[config.mk]
export PLATFORM = sky130hd
export DESIGN_NAME = ucode_arith_core
export DESIGN_NICKNAME = d
export VERILOG_FILES = /design/src/rtl/ucore_pkg.sv /design/src/rtl/ucore_ctrl.sv /design/src/rtl/ucore_dpath.sv /design/src/rtl/ucode_arith_core.sv
export SDC_FILE = /design/constraint.sdc
export NUM_CORES = 2
export LEC_CHECK = 0
export ABC_AREA = 1
export BUFFER_PORTS_ARGS = -buffer_cell sky130_fd_sc_hd__buf_4
export CAP_MARGIN = 40
export CORE_ASPECT_RATIO = 1.2
export CORE_UTILIZATION = 55
export DETAILED_ROUTE_END_ITERATION = 8
export GPL_TIMING_DRIVEN = 1
export PLACE_DENSITY = 0.74
export SYNTH_ARGS = -nofsm -noshare
export SYNTH_HDL_FRONTEND = slang
export SYNTH_SLANG_ARGS = --single-unit
[constraint.sdc]
create_clock -name clk -period 5.78 [get_ports clk]
set_input_delay 0.289 -clock clk [delete_from_list [all_inputs] [get_ports clk]]
set_output_delay 0.289 -clock clk [all_outputs]
set_load 0.02 [all_outputs]
[src/rtl/ucore_pkg.sv]
package ucore_pkg;
  localparam int WORD_W  = 20;
  localparam int ADDR_W  = 9;
  localparam int IDX_W   = 4;
  localparam int REG_CNT = 6;

  // Field positions decoded by several stages
  localparam int OP_LSB  = 16;
  localparam int DST_LSB = 12;
  localparam int SA_LSB  = 8;
  localparam int SB_LSB  = 4;

  // Stage indices along the instruction shift register
  localparam int ST_ISSUE  = 1;
  localparam int ST_LDWB   = 2;
  localparam int ST_ALUWB  = 3;
  localparam int ST_MULWB  = 4;
  localparam int ST_STORE  = 5;
  localparam int PIPE_LEN  = ST_STORE + 1;

  typedef enum logic [3:0] {
    OP_NOP = 4'd0, OP_ADD = 4'd1, OP_SUB = 4'd2, OP_MPY = 4'd3,
    OP_SAVE = 4'd4, OP_LOAD = 4'd5, OP_END = 4'd6
  } opcode_e;

  typedef struct packed {
    logic             aluLoad;
    logic             aluNeg;
    logic             mulLoad;
    logic [IDX_W-1:0] srcA;
    logic [IDX_W-1:0] srcB;
    logic             ldWe;
    logic [IDX_W-1:0] ldDst;
    logic             aluWe;
    logic [IDX_W-1:0] aluDst;
    logic             mulWe;
    logic [IDX_W-1:0] mulDst;
    logic [IDX_W-1:0] stSrc;
  } ctl_t;

  function automatic logic [3:0] opOf(input logic [WORD_W-1:0] w);
    return w[OP_LSB +: 4];
  endfunction
  function automatic logic [IDX_W-1:0] fld(input logic [WORD_W-1:0] w, input int lsb);
    return w[lsb +: IDX_W];
  endfunction
endpackage

[src/rtl/ucore_ctrl.sv]
module ucore_ctrl
  import ucore_pkg::*;
(
  input  logic              clk,
  input  logic              rstN,
  input  logic              startReq,
  input  logic [WORD_W-1:0] instrRdData,
  input  logic              instrRdValid,
  output logic              running,
  output logic              done,
  output logic              instrRdEn,
  output logic [ADDR_W-1:0] instrRdAddr,
  output logic              dataRdEn,
  output logic [ADDR_W-1:0] dataRdAddr,
  output logic              wrEn,
  output logic [ADDR_W-1:0] wrAddr,
  output ctl_t              ctl
);
  logic              enabled;
  logic [ADDR_W-1:0] pc;
  logic [WORD_W-1:0] pipe [PIPE_LEN];
  logic [WORD_W-1:0] fetchWord;
  logic              isEnd;

  // Missing or ignored returns enter the pipeline as a no-op word
  assign fetchWord = (enabled && instrRdValid) ? instrRdData : '0;
  assign isEnd     = (opOf(fetchWord) == OP_END);

  always_ff @(posedge clk or negedge rstN) begin
    if (!rstN) begin
      enabled <= 1'b0;
      pc      <= '0;
      done    <= 1'b0;
      for (int i = 0; i < PIPE_LEN; i++) pipe[i] <= '0;
    end else begin
      done <= 1'b0;
      if (!enabled) begin
        if (startReq) begin
          enabled <= 1'b1;
          pc      <= '0;
        end
      end else if (isEnd) begin
        enabled <= 1'b0;
        done    <= 1'b1;
      end else begin
        pc <= pc + 1'b1;
      end
      pipe[0] <= fetchWord;
      for (int i = 1; i < PIPE_LEN; i++) pipe[i] <= pipe[i-1];
    end
  end

  assign running     = enabled;
  assign instrRdEn   = enabled;
  assign instrRdAddr = pc;

  always_comb begin
    logic [3:0] opI, opL, opA, opM, opS;
    opI = opOf(pipe[ST_ISSUE]);
    opL = opOf(pipe[ST_LDWB]);
    opA = opOf(pipe[ST_ALUWB]);
    opM = opOf(pipe[ST_MULWB]);
    opS = opOf(pipe[ST_STORE]);
    ctl.aluLoad = (opI == OP_ADD) || (opI == OP_SUB);
    ctl.aluNeg  = (opI == OP_SUB);
    ctl.mulLoad = (opI == OP_MPY);
    ctl.srcA    = fld(pipe[ST_ISSUE], SA_LSB);
    ctl.srcB    = fld(pipe[ST_ISSUE], SB_LSB);
    ctl.ldWe    = (opL == OP_LOAD);
    ctl.ldDst   = fld(pipe[ST_LDWB], DST_LSB);
    ctl.aluWe   = (opA == OP_ADD) || (opA == OP_SUB);
    ctl.aluDst  = fld(pipe[ST_ALUWB], DST_LSB);
    ctl.mulWe   = (opM == OP_MPY);
    ctl.mulDst  = fld(pipe[ST_MULWB], DST_LSB);
    ctl.stSrc   = fld(pipe[ST_STORE], DST_LSB);
    dataRdEn    = (opI == OP_LOAD);
    dataRdAddr  = pipe[ST_ISSUE][ADDR_W-1:0];
    wrEn        = (opS == OP_SAVE);
    wrAddr      = pipe[ST_STORE][ADDR_W-1:0];
  end

  // done lasts a single cycle
  a_r10_done_single: assert property (@(posedge clk) disable iff (!rstN)
    done |=> !done);
  // done coincides with fetch being dropped
  a_r10_halt_fetch: assert property (@(posedge clk) disable iff (!rstN)
    done |-> (!instrRdEn && $past(instrRdEn)));
  // start from idle requests address zero next cycle
  a_r2_start_zero: assert property (@(posedge clk) disable iff (!rstN)
    (startReq && !running) |=> (instrRdEn && instrRdAddr == '0));
  // address steps by one while running, start requests notwithstanding
  a_r3_step_one: assert property (@(posedge clk) disable iff (!rstN)
    (running && $past(running)) |-> (instrRdAddr == $past(instrRdAddr) + 1'b1));
endmodule

[src/rtl/ucore_dpath.sv]
module ucore_dpath
  import ucore_pkg::*;
(
  input  logic              clk,
  input  logic              rstN,
  input  ctl_t              ctl,
  input  logic [WORD_W-1:0] dataRdData,
  output logic [WORD_W-1:0] wrData
);
  localparam int SEL_W  = $clog2(REG_CNT);
  localparam int PROD_W = 2 * WORD_W;

  logic [WORD_W-1:0] rfRd [REG_CNT];
  logic [WORD_W-1:0] rdA, rdB, rdS;
  logic [WORD_W-1:0] addA, addB, sumQ, mulA, mulB, mulRes;
  logic signed [PROD_W-1:0] prodQ;

  function automatic logic [WORD_W-1:0] readReg(input logic [IDX_W-1:0] idx,
                                                input logic [WORD_W-1:0] rf [REG_CNT]);
    if (idx < IDX_W'(REG_CNT)) return rf[idx[SEL_W-1:0]];
    return '0;
  endfunction

  always_comb begin
    rdA = readReg(ctl.srcA, rfRd);
    rdB = readReg(ctl.srcB, rfRd);
    rdS = readReg(ctl.stSrc, rfRd);
  end
  assign wrData = rdS;

  always_ff @(posedge clk or negedge rstN) begin
    if (!rstN) begin
      addA <= '0; addB <= '0; mulA <= '0; mulB <= '0;
      sumQ <= '0; prodQ <= '0; mulRes <= '0;
    end else begin
      if (ctl.aluLoad) begin
        addA <= rdA;
        addB <= ctl.aluNeg ? (~rdB + 1'b1) : rdB;
      end
      if (ctl.mulLoad) begin
        mulA <= rdA;
        mulB <= rdB;
      end
      sumQ   <= addA + addB;
      prodQ  <= $signed(mulA) * $signed(mulB);
      mulRes <= prodQ[PROD_W-2 -: WORD_W];
    end
  end

  // One register per generate block; the oldest instruction wins a collision
  for (genvar g = 0; g < REG_CNT; g++) begin : g_reg
    logic [WORD_W-1:0] q;
    always_ff @(posedge clk or negedge rstN) begin
      if (!rstN)                                       q <= '0;
      else if (ctl.mulWe && ctl.mulDst == IDX_W'(g))   q <= mulRes;
      else if (ctl.aluWe && ctl.aluDst == IDX_W'(g))   q <= sumQ;
      else if (ctl.ldWe  && ctl.ldDst  == IDX_W'(g))   q <= dataRdData;
    end
    assign rfRd[g] = q;
  end

  // an out-of-range store source presents zero
  a_r12_high_idx_zero: assert property (@(posedge clk) disable iff (!rstN)
    (ctl.stSrc >= IDX_W'(REG_CNT)) |-> (wrData == '0));
endmodule

[src/rtl/ucode_arith_core.sv]
module ucode_arith_core
  import ucore_pkg::*;
(
  input  logic              clk,
  input  logic              rstN,
  input  logic              startReq,
  output logic              running,
  output logic              done,
  output logic              instrRdEn,
  output logic [ADDR_W-1:0] instrRdAddr,
  input  logic [WORD_W-1:0] instrRdData,
  input  logic              instrRdValid,
  output logic              dataRdEn,
  output logic [ADDR_W-1:0] dataRdAddr,
  input  logic [WORD_W-1:0] dataRdData,
  output logic              wrEn,
  output logic [ADDR_W-1:0] wrAddr,
  output logic [WORD_W-1:0] wrData
);
  ctl_t ctl;

  ucore_ctrl u_ctrl (
    .clk(clk), .rstN(rstN), .startReq(startReq),
    .instrRdData(instrRdData), .instrRdValid(instrRdValid),
    .running(running), .done(done),
    .instrRdEn(instrRdEn), .instrRdAddr(instrRdAddr),
    .dataRdEn(dataRdEn), .dataRdAddr(dataRdAddr),
    .wrEn(wrEn), .wrAddr(wrAddr), .ctl(ctl)
  );

  ucore_dpath u_dpath (
    .clk(clk), .rstN(rstN), .ctl(ctl),
    .dataRdData(dataRdData), .wrData(wrData)
  );
endmodule

# After elaboration in Yosys (flattened, before gate mapping)
# Cells that the tools add are included.
[classes] multipliers=1 n_mux=46 n_eq_ne=26 n_bitwise=4 n_lt_le_gt_ge=6 n_reduce_logical=32 add_sub_neg=3
[op_table] cell="two-way mux 20 bit" n=32
[op_table] cell="binary-select mux 20 bit (select 3 bit)" n=3
[op_table] cell="== test 4 x 2 -> 1 bit, second input constant" n=10
[op_table] cell="== test 4 x 3 -> 1 bit, second input constant" n=10
[op_table] cell="multiplier 20 x 20 -> 39 bit" n=1
[op_table] cell="two-way mux 9 bit" n=3
[op_table] cell="adder 20 x 1 -> 20 bit, second input constant" n=1
[op_table] cell="adder 20 bit" n=1
[op_table] cell="== test 4 x 1 -> 1 bit, second input constant" n=5
[op_table] cell="inverter 20 bit" n=1
[op_table] cell="logical AND 1 bit" n=19
[op_table] cell="nonzero test 3 bit" n=6
[op_table] cell=">= comparator 4 bit, second input constant" n=3
[op_table] cell="zero test 4 bit" n=3
[op_table] cell="less-than comparator 4 x 3 -> 1 bit, second input constant" n=3
[op_table] cell="inverter 3 -> 4 bit" n=3
[op_table] cell="adder 9 x 1 -> 9 bit, second input constant" n=1
[op_table] cell="two-way mux 1 bit" n=8
[op_table] cell="logical OR 1 bit" n=2
[op_table] cell="inequality test 2 bit, second input constant" n=1
[op_table] cell="AND reduction 2 bit" n=1
[op_table] cell="nonzero test 2 bit" n=1
[totals] inputBits=44 elab_cells=140 output_inout_bits=52 reg_bits=410

# Longest topological paths before layout
[logic_depth] word_depth=9 ltp_mapped=29 ltp_nobuf=28

# Cells and area by module
# From an unflattened synthesis, not the netlist that was laid out.
[unflattened] hier_cells=4456 area_unflattened_um2=35228.8
[modules_own_cells] module="ucore_dpath" area_each_um2=31308.8 instances=1 seq_area_each_um2=6506.2 cells_each=4147
[modules_own_cells] module="ucore_ctrl" area_each_um2=3920.0 instances=1 seq_area_each_um2=2977.9 cells_each=309

# Least setup slack after synthesis
# Ideal clock, no wire load.
[synth_timing] path_type="reg-to-reg" startpoint="register u_dpath.mulA[19]" endpoint="register u_dpath.prodQ[38]" synth_period_minus_slack_ps=6405 required_ps=5664 setup_slack_ps=-625 path_buffers=2 stages_incl_launch_ff=28 setup_time_ps=116 arrival_time_ps=6289 path_cell_list="dfrtp_1 > buf_2 > buf_1 > nand2_1 > fa_1 > inv_1 > fa_1 > inv_1 > fa_1 > inv_1 > fa_1 > inv_1 > fa_1 > inv_1 > fa_1 > inv_1 > fa_1 > inv_1 > ha_1 > inv_1 > nor3_1 > inv_1 > nor3_1 > nand2_1 > nand2_1 > a31oi_1 > nand2_1 > nand2_1"
[synth_via] elab_chain_cells=1
[synth_rtl] element="start: declaration" line_no="ucore_dpath.sv:15" text="logic [WORD_W-1:0] addA, addB, sumQ, mulA, mulB, mulRes;"
[synth_rtl] element="start signal: assignment" line_no="ucore_dpath.sv:41" text="mulA <= rdA;"
[synth_rtl] element="multiplier 20 x 20 -> 39 bit" line_no="ucore_dpath.sv:45" text="prodQ <= $signed(mulA) * $signed(mulB);"
[synth_rtl] element="end signal: assignment" line_no="ucore_dpath.sv:45"
[synth_rtl] element="end: declaration" line_no="ucore_dpath.sv:16" text="logic signed [PROD_W-1:0] prodQ;"
# Every way passes these cells.
# A chain may end at the register's enable or synchronous reset.

# Worst setup path after layout
[layout_timing] startpoint="register u_dpath.mulA[19]" endpoint="register u_dpath.prodQ[37]"
# Same word-level chain as after synthesis.

==> impl_results.md <==
- Max_cap viols: 0
- F_max: about 160 MHz
- All-layer global routing usage: 36.5%
- Row count: 100
- Final Hold Fails: 0
- Failing checks: setup timing
- Yosys warns: 0
- Crit-path leading delay family: adder cells
- CTS Root Buffer Type: clkbuf_16
- Period utilization: 106%
- Grt ovf: 0
- Cell area after synthesis: around 35000 um^2
- Synth Register Bits: roughly 380
- Deepest clock path buffer count: 3
- Final min period: about 6.1 ns
- Number of H-tree levels: 2
- Relative slew margins: between 30% and 40%
- Final ANT Viol Nets: 0
- WP data arrival: 6.58 ns
- Placer Congestion: 0.961
- Clock insertion delay at the later pin of the skew report: about 0.60 ns
- Cells after synthesis: approximately 4400
- Most used cell, CP: fa_1
- Final Slew Violations: 0
- Design Area, Final: between 40000 and 50000 um^2
- Commonest cells after routing, fill and taps aside: 908 x nand2_1, 872 x inv_1, 392 x fa_1, 374 x o21ai_0, 367 x dfrtp_1
- Cell accounting for the most synthesized area: dfrtp_1
- Syn Area/Cell: a little under 8 um^2
- Final net count: 5214
- Run status: complete, but fails checks
- Crit-path cells: buf_6 -> nand2_4 -> fa_1 -> inv_2 -> fa_2 -> inv_2 -> fa_2 -> buf_6 -> fa_1 -> inv_1 -> fa_1 -> inv_2 -> fa_1 -> fa_1 -> inv_2 -> ha_4 -> nand2_4 -> buf_6 -> nor2_4 -> nand2_4 -> nor3_4 -> nand3_2 -> nand4_1 -> nand2_1
- Largest cells by area after synthesis: dfrtp_1 27%, fa_1 24%, nand2_1 10%
- # fillers: a little under 5000
- First-pass GRT wire length: 179000 um
- Worst path bufs/invs: 8
- Tightest Hold Check Type: primary input to flop
- Initial antenna violation count: 4
- Largest net degree at the start of global routing: 129
- PnR worst setup slack: -0.357 ns
- Critical path's slowest cell: fa_1
- CTS Sinks: between 300 and 400
- Port-buffer cells: 95
- Total CTS buffers: 42
- Post-synthesis async set-or-reset flop share: between 90% and 100%
- Die ar.: ~64000 um^2
- DRC: 0
- Post-synth EDFFs: 0
- Area grow syn2layout: 19.8%
- Initial DRC count: roughly 3600
- Synth unique cells: 49
- Commonest non-fill, non-tap cell in the layout: nand2_1
- Placement Cell Area: 38200 um^2
- Number of global-route vias before repair: 32800
- Starting Density: a little under three fifths
- Final HPWL DP: between 80000 and 90000 um
- DR vias: between 30000 and 40000
- Critical Path Sink Type: flop
- Synth Flop Type: dfrtp_1
- TritonCTS clock tree: yes
- Worst Setup Path Type: flop to flop
- Worst-path clk slew: about 0.070 ns
- Top cell type's share of synthesized area: 27.3%
- Startpoint Class: flop
- CP max FO: 7
- Post-synthesis sequential area ratio: a little over a quarter
- Die height: between 200 and 300 um
- WL final: around 120000 um
- Boundary Pins: between 90 and 100
- Die W: approximately 230 um
- Unrepaired setup endpoints after global routing: yes
- DR pass1 iterations: 9
- Via-to-Cell Ratio: 5.80
- Tightest Pin Transition: 0.962 ns
- CP max stage delay: between 0.5 and 0.6 ns
- Worst Path Required: between 6 and 7 ns
- Final setup skew: 0.0495 ns
- Final setup fails: 20
- Layout cells sized above 1: between 15 and 20%
- Avg WL per Cell: ~21 um
- Core Region: slightly above 60000 um^2
- Syn nets: approximately 5000
## cells in the mapped netlist (18+ instances only)
cell      count
nand2_1     957
inv_1       926
fa_1        413
o21ai_0     392
dfrtp_1     379
a21oi_1     261
nor2_1      222
clkbuf_1    183
ha_1        123
nand3_1      92
o211ai_1     63
a211oi_1     59
o22ai_1      56
xor2_1       31
buf_4        25
xnor2_1      23
buf_2        22
nor3_1       18
## kinds of logic after synthesis
family	synth area share (%)
compound gates	14.5
simple gates	15.4
flops	27.3
xor+xnor	1.36
fa+ha+maj	28.2
buf+inv	13.3
## area by class of cell
type,count,area [um^2],share of cell area [%]
Multi-Input combinational cell,2832,22000,52.7
Sequential cell,379,9500,22.8
Timing Repair Buffer,444,4160,9.99
Inverter,935,3520,8.44
Clock buffer,55,1160,2.78
Tap cell,816,1020,2.45
Clock inverter,22,332,0.796
Antenna cell,3,7.51,0.0180
## timing repair
item                                    in CTS  in global routing
endpoints found under the setup margin      20                 20
pin swaps                                   92                128
setup buffers                               27                 18
endpoints found under the hold margin       85                  0
cloned                                       2                  0
gates resized for setup                    217                147
hold buffers                                24                  0
## tightest hold or removal path: stages
cell and delay, ns:
buf_4 0.12, a211oi_1 0.07, o22ai_1 0.09
## metrics by stage
step	worst slack, ns	setup TNS (ns)	cells	util (%)	hold WS (ns)
2_1_floorplan	-0.0648	-0.171	4398	-	-0.00659
3_5_place_dp	-0.682	-8.20	5336	61.3	0.275
3_3_place_gp	-0.568	-7.11	5328	61.1	0.270
4_1_cts	-0.379	-4.07	5466	65.9	0.0105
6_report	-0.357	-4.56	5486	66.9	0.0267
5_1_grt	-0.556	-8.33	5484	66.9	0.0256
## registers in the layout, summed over array words and instances (netlist names)
register and count:
u_dpath.mulRes 20, u_dpath.mulB 20, u_dpath.mulA 20, u_dpath.addA 20, u_ctrl.done 1, u_ctrl.instrRdAddr 9
u_dpath.sumQ 20, u_dpath.prodQ 20, u_ctrl.wrAddr 9, u_ctrl.instrRdEn 1, u_ctrl.pipe 71, u_ctrl.ctl 24
u_dpath.g.q 120, u_dpath.addB 20, u_ctrl.dataRdAddr 4
## routing by layer
metal	part of all wire (%)	global-route usage [%]	vias up
met2	47	60.7	2001
met1	35	43.5	15200
li1	-	-	14000
met3	11	7.68	632
met5	0.026	0	-
met4	7.0	21.4	4
## worst paths after layout
| kind | startpoint | endpoint | slack, ns | depth (start not counted) |
|---|---|---|---|---|
| max | u_dpath.mulA[19] | u_dpath.prodQ[37] | -0.36 | 24 |
| min in group asynchronous | rstN | u_ctrl.wrAddr[8] | 0.24 | 2 |
| max reg2reg | u_dpath.mulA[19] | u_dpath.prodQ[37] | -0.36 | 24 |
| min | dataRdData[2] | u_dpath.g_reg[0].q[2] | 0.03 | 3 |
| max in group asynchronous | rstN | u_dpath.prodQ[38] | 4.38 | 3 |
| min reg2reg | u_dpath.prodQ[35] | u_dpath.mulRes[16] | 0.33 | 0 |
Power is left out: the tool's default activity adds up to more than one toggle a clock period on the data nets, which glitch-free logic cannot reach.
